`src/rtl/cardclk_gen.sv`:
```
module cardclk_gen #(
  parameter int DIV_W = 8,
  parameter int EXP_W = 3
) (
  input  logic             clk,
  input  logic             rst_n,
  input  logic             enable,
  input  logic [DIV_W-1:0] div_sel,
  input  logic             psave_en,
  input  logic [EXP_W-1:0] psave_exp,
  input  logic             rd_hold_en,
  input  logic             wr_hold_en,
  input  logic             bus_busy,
  input  logic             xfer_read,
  input  logic             fifo_full,
  input  logic             fifo_empty,
  output logic             card_clk,
  output logic             shift_en
);

  localparam int CNT_W = DIV_W + (1 << EXP_W) + 1;

  logic [CNT_W-1:0] cnt;
  logic [CNT_W-1:0] base_len;
  logic [CNT_W-1:0] half_m1;
  logic [EXP_W:0]   shamt;
  logic             slow, hold, bnd;
  logic             clk_q, sh_q;

  assign slow     = psave_en & ~bus_busy;
  assign shamt    = {1'b0, psave_exp} + {{EXP_W{1'b0}}, 1'b1};
  assign base_len = CNT_W'(div_sel) + CNT_W'(1);
  assign half_m1  = (slow ? (base_len << shamt) : base_len) - CNT_W'(1);
  assign hold     = bus_busy & ((rd_hold_en & xfer_read & fifo_full) |
                                (wr_hold_en & ~xfer_read & fifo_empty));
  assign bnd      = (cnt == '0);

  always_ff @(posedge clk) begin
    if (!rst_n || !enable) begin
      cnt   <= '0;
      clk_q <= 1'b0;
      sh_q  <= 1'b0;
    end else begin
      sh_q <= 1'b0;
      if (bnd) begin
        cnt <= half_m1;
        if (clk_q) begin
          clk_q <= 1'b0;
          sh_q  <= 1'b1;
        end else if (!hold) begin
          clk_q <= 1'b1;
        end
      end else begin
        cnt <= cnt - CNT_W'(1);
      end
    end
  end

  assign card_clk = clk_q;
  assign shift_en = sh_q;

  AST_OFF_QUIET: assert property (@(posedge clk) disable iff (!rst_n)
    !enable |=> (!card_clk && !shift_en));
  AST_RD_HOLD_LOW: assert property (@(posedge clk) disable iff (!rst_n)
    (bus_busy && rd_hold_en && xfer_read && fifo_full && !card_clk) |=> !card_clk);
  AST_WR_HOLD_LOW: assert property (@(posedge clk) disable iff (!rst_n)
    (bus_busy && wr_hold_en && !xfer_read && fifo_empty && !card_clk) |=> !card_clk);
  AST_STROBE_AT_FALL: assert property (@(posedge clk) disable iff (!rst_n)
    shift_en |-> (!card_clk && $past(card_clk)));
  AST_NO_STROBE_HELD: assert property (@(posedge clk) disable iff (!rst_n)
    (hold && !card_clk) |=> !shift_en);
  AST_STROBE_ONE_CYCLE: assert property (@(posedge clk) disable iff (!rst_n)
    shift_en |=> !shift_en);

endmodule

```
`config.mk`:
```
export PLATFORM = sky130hd
export DESIGN_NAME = cardclk_gen
export DESIGN_NICKNAME = d
export VERILOG_FILES = /design/src/rtl/cardclk_gen.sv
export SDC_FILE = /design/constraint.sdc
export NUM_CORES = 1
export LEC_CHECK = 0
export BUFFER_PORTS_ARGS = -buffer_cell sky130_fd_sc_hd__buf_4
export CORE_AREA = 5 5 67 69
export CTS_BUF_LIST = sky130_fd_sc_hd__clkbuf_2
export DETAILED_ROUTE_END_ITERATION = 12
export DIE_AREA = 0 0 72 74
export GPL_TIMING_DRIVEN = 0
export PLACE_DENSITY = 0.75
export SYNTH_ARGS = -nofsm -noshare
export SYNTH_HDL_FRONTEND = slang
export SYNTH_SLANG_ARGS = --single-unit
```
`constraint.sdc`:
```
create_clock -name clk -period 3 [get_ports clk]
set_input_delay 0 -clock clk [delete_from_list [all_inputs] [get_ports clk]]
set_output_delay 0 -clock clk [all_outputs]
set_load 0.005 [all_outputs]
```
==> impl_metrics.sql <==
INSERT INTO impl_metrics (metric_group, metric, value, unit) VALUES
('detailed_routing', 'drtPass1Iterations', '5', ''),
('setup_path', 'critPathMaxFanout', '10', ''),
('place', 'place.port_buffers', '21', ''),
('cts', 'cts_made_buffers', '3', ''),
('cts', 'cts.clk_slew.worst_paths', '0.18', 'ns'),
('run', 'maxCapViolations', '0', ''),
('cts', 'htree_num_levels', '1', ''),
('cts', 'clk_path_buf_depth', '2', ''),
('detailed_routing', 'ratio_of_routed_vias_to_standard_cells', '6.71', ''),
('timing', 'finalSetupViolations', '0', ''),
('detailed_routing', 'route.vias.total', '2528', ''),
('global_route', 'met3_capacity_usage_during_global_routing', '1.76', '%'),
('cts', 'tritoncts_sink_count', '19', ''),
('timing', 'rsz0062_at_grt', 'false', ''),
('logic_synthesis', 'ys_async_sr_fraction', '0', '%'),
('logic_synthesis', 'synthXorXnorAreaFrac', '5.59', '%'),
('worst_hold_path', 'holdCritPathClass', 'in2reg', ''),
('timing', 'slew_limit_headroom', '45.3', '%'),
('timing', 'post-route-min-period', '2.85', 'ns'),
('logic_synthesis', 'dominantRegCellSynth', 'dfxtp_1', ''),
('setup_path', 'crit_type', 'in2reg', ''),
('logic_synthesis', 'synth-edff-count', '0', ''),
('power', 'p_leak', '0.000906', 'uW'),
('worst_hold_path', 'timing.hold.worst.start', 'xfer_read', ''),
('place', 'gp_congestion', '0.942', ''),
('timing', 'worst-slew-pin-transition', '0.814', 'ns'),
('outcome', 'status', 'finished, final reports clean', ''),
('die', 'initial_utilization', '56.3', '%'),
('global_route', 'grt_pass1_wl', '11.2', 'mm'),
('place', 'detailedPlacementHpwl', '5.27', 'mm'),
('global_route', 'gr-max-usage-layer', 'met2', ''),
('logic_synthesis', 'syn_inst', '296', ''),
('logic_synthesis', 'avgSynthCellArea', '7.34', 'um2'),
('setup_path', 'setup.worst_path.end_class', 'flip-flop', ''),
('final_layout', 'mostFrequentLayoutCell', 'nor2_1', ''),
('cts', 'tritoncts', 'built', ''),
('timing', 'timing.fmax', '351', 'MHz'),
('logic_synthesis', 'yosys.area_share.adder', '1.73', '%'),
('detailed_routing', 'drt.antenna.violating_nets', '0', ''),
('final_layout', 'n_antenna_cell', '0', ''),
('timing', 'hold_slack', '0.0924', 'ns'),
('logic_synthesis', 'synth.ff_latch_count', '19', ''),
('logic_synthesis', 'yosysTopAreaCell', 'dfxtp_1', ''),
('die', 'io_pins', '23', ''),
('logic_synthesis', 'synth.area.top_cells', 'dfxtp_1 18%, a21oi_1 5.1%, nor2_1 4.8%, a211oi_1 4.1%, nor3_1 3.7%', ''),
('detailed_routing', 'drt-total-wl', '6.85', 'mm'),
('die', 'die_h', '74', 'um'),
('final_layout', 'design.final.nets', '352', ''),
('cts', 'clock_latency', '0.32', 'ns'),
('global_route', 'grt_antenna_before_repair', '0', ''),
('logic_synthesis', 'synth-simple-area-share', '34.1', '%'),
('global_route', 'global_route.overflow_total', '0', ''),
('logic_synthesis', 'fraction_of_post_synthesis_cell_area_in_the_top_cell_type_by_area', '17.5', '%'),
('die', 'floorplan.die_area', '5330', 'um2'),
('logic_synthesis', 'post_syn_area', '2170', 'um2'),
('setup_path', 'crit-reg2reg-launch', 'cnt[12]', ''),
('power', 'power_density', '991', 'nW/um2'),
('timing', 'layout_worst_path_cycle_share', '95.1', '%'),
('logic_synthesis', 'yosys_warnings', '0', ''),
('die', 'std_cell_rows', '23', ''),
('final_layout', 'post_route_cells_drive_above_1_share', '19.6', '%'),
('final_layout', 'area_delta_synth_final', '15.1', '%'),
('logic_synthesis', 'synth_nets', '320', ''),
('die', 'dieWidth', '72', 'um'),
('setup_path', 'crit_required', '3.26', 'ns'),
('logic_synthesis', 'synthDistinctLibCells', '72', ''),
('detailed_routing', 'average_wire_per_standard_cell', '18.2', 'um'),
('logic_synthesis', 'proportion_of_synthesized_chip_area_in_sequential_cells', '17.5', '%'),
('global_route', 'vias_in_the_first_global_route', '2299', ''),
('timing', 'tns', '0', 'ns'),
('logic_synthesis', 'synth.area.mux_share', '2.48', '%');
routing by layer:
layer	vias up	routed length, um	part of all wire [%]
met2	105	3310	48
met5	-	0	0
met1	1176	2970	43
met3	25	326	4.8
met4	0	250	3.6
li1	1222	-	-
logic make-up (layout without fill, tap and decap cells):
| group | Yosys count | after routing |
|---|---|---|
| mux | 5 | 5 |
| simple gates | 130 | 130 |
| xor+xnor | 13 | 13 |
| buf+inv | 26 | 57 |
| fa+ha+maj | 3 | 3 |
| compound gates | 100 | 100 |
| flops | 19 | 19 |
critical path: stages:
cell and delay [ns]:
buf_4 0.12, ha_1 0.23, buf_6 0.16, nand3_1 0.16, xor2_1 0.35, a221oi_2 0.16
a211oi_1 0.42, o31ai_2 0.19, nor4_4 0.45, nand3_4 0.14, or4_1 0.54, a21oi_1 0.17
final timing paths:
path / to / slack, ns / cells past startpoint
min: card_clk / 0.09 / 6
max reg2reg: cnt[11] / 0.15 / 8
min reg2reg: shift_en / 0.50 / 2
max: cnt[11] / 0.15 / 12
power by group:
part | internal, uW | switching [uW] | total [uW]
combinational | 795 | 1150 | 1950
sequential | 351 | 65.0 | 416
clock | 35.3 | 78.6 | 114
layout make-up:
cell class / count / area (um2)
plain buffers: 21 / 114
clock buffers: 4 / 20.0
fillers: 372 / 1360
inverters: 5 / 18.8
multi-input cells: 251 / 1690
flip-flops and latches: 19 / 380
well taps: 50 / 62.6
repair buffers: 27 / 213
repair_timing:
item | 4_1_cts | 5_1_grt
buffers inserted | 0 | 2
endpoints found under the hold margin | 3 | 0
hold buffers | 4 | 0
gates resized for setup | 0 | 10
endpoints found under the setup margin | 0 | 8
state kept, by name (all words and copies together) (netlist names):
name,flops
card_clk,1
cnt,17
shift_en,1
cells in the mapped netlist, drive strengths merged, types with 6 or more instances:
master / instances
xor2: 6
a21oi: 22
o21ai: 17
nand4: 6
nand3: 16
xnor2: 7
nor4: 8
nand2: 14
buf: 12
a211oi: 13
dfxtp: 19
nor3: 17
nand2b: 6
nor2: 29
clkbuf: 9
through the flow:
stage	setup WS [ns]	cell area (um2)	total power (uW)	instances	util [%]
floorplan	0.326	2170	1830	296	-
global placement	-0.120	2390	2170	367	62.0
detailed placement	-0.130	2390	2180	367	62.0
CTS	0.115	2450	2320	375	63.6
global route	0.0132	2500	2700	377	64.9
finish	0.147	2500	2480	377	64.9
Power figures use the tool's default switching activity.
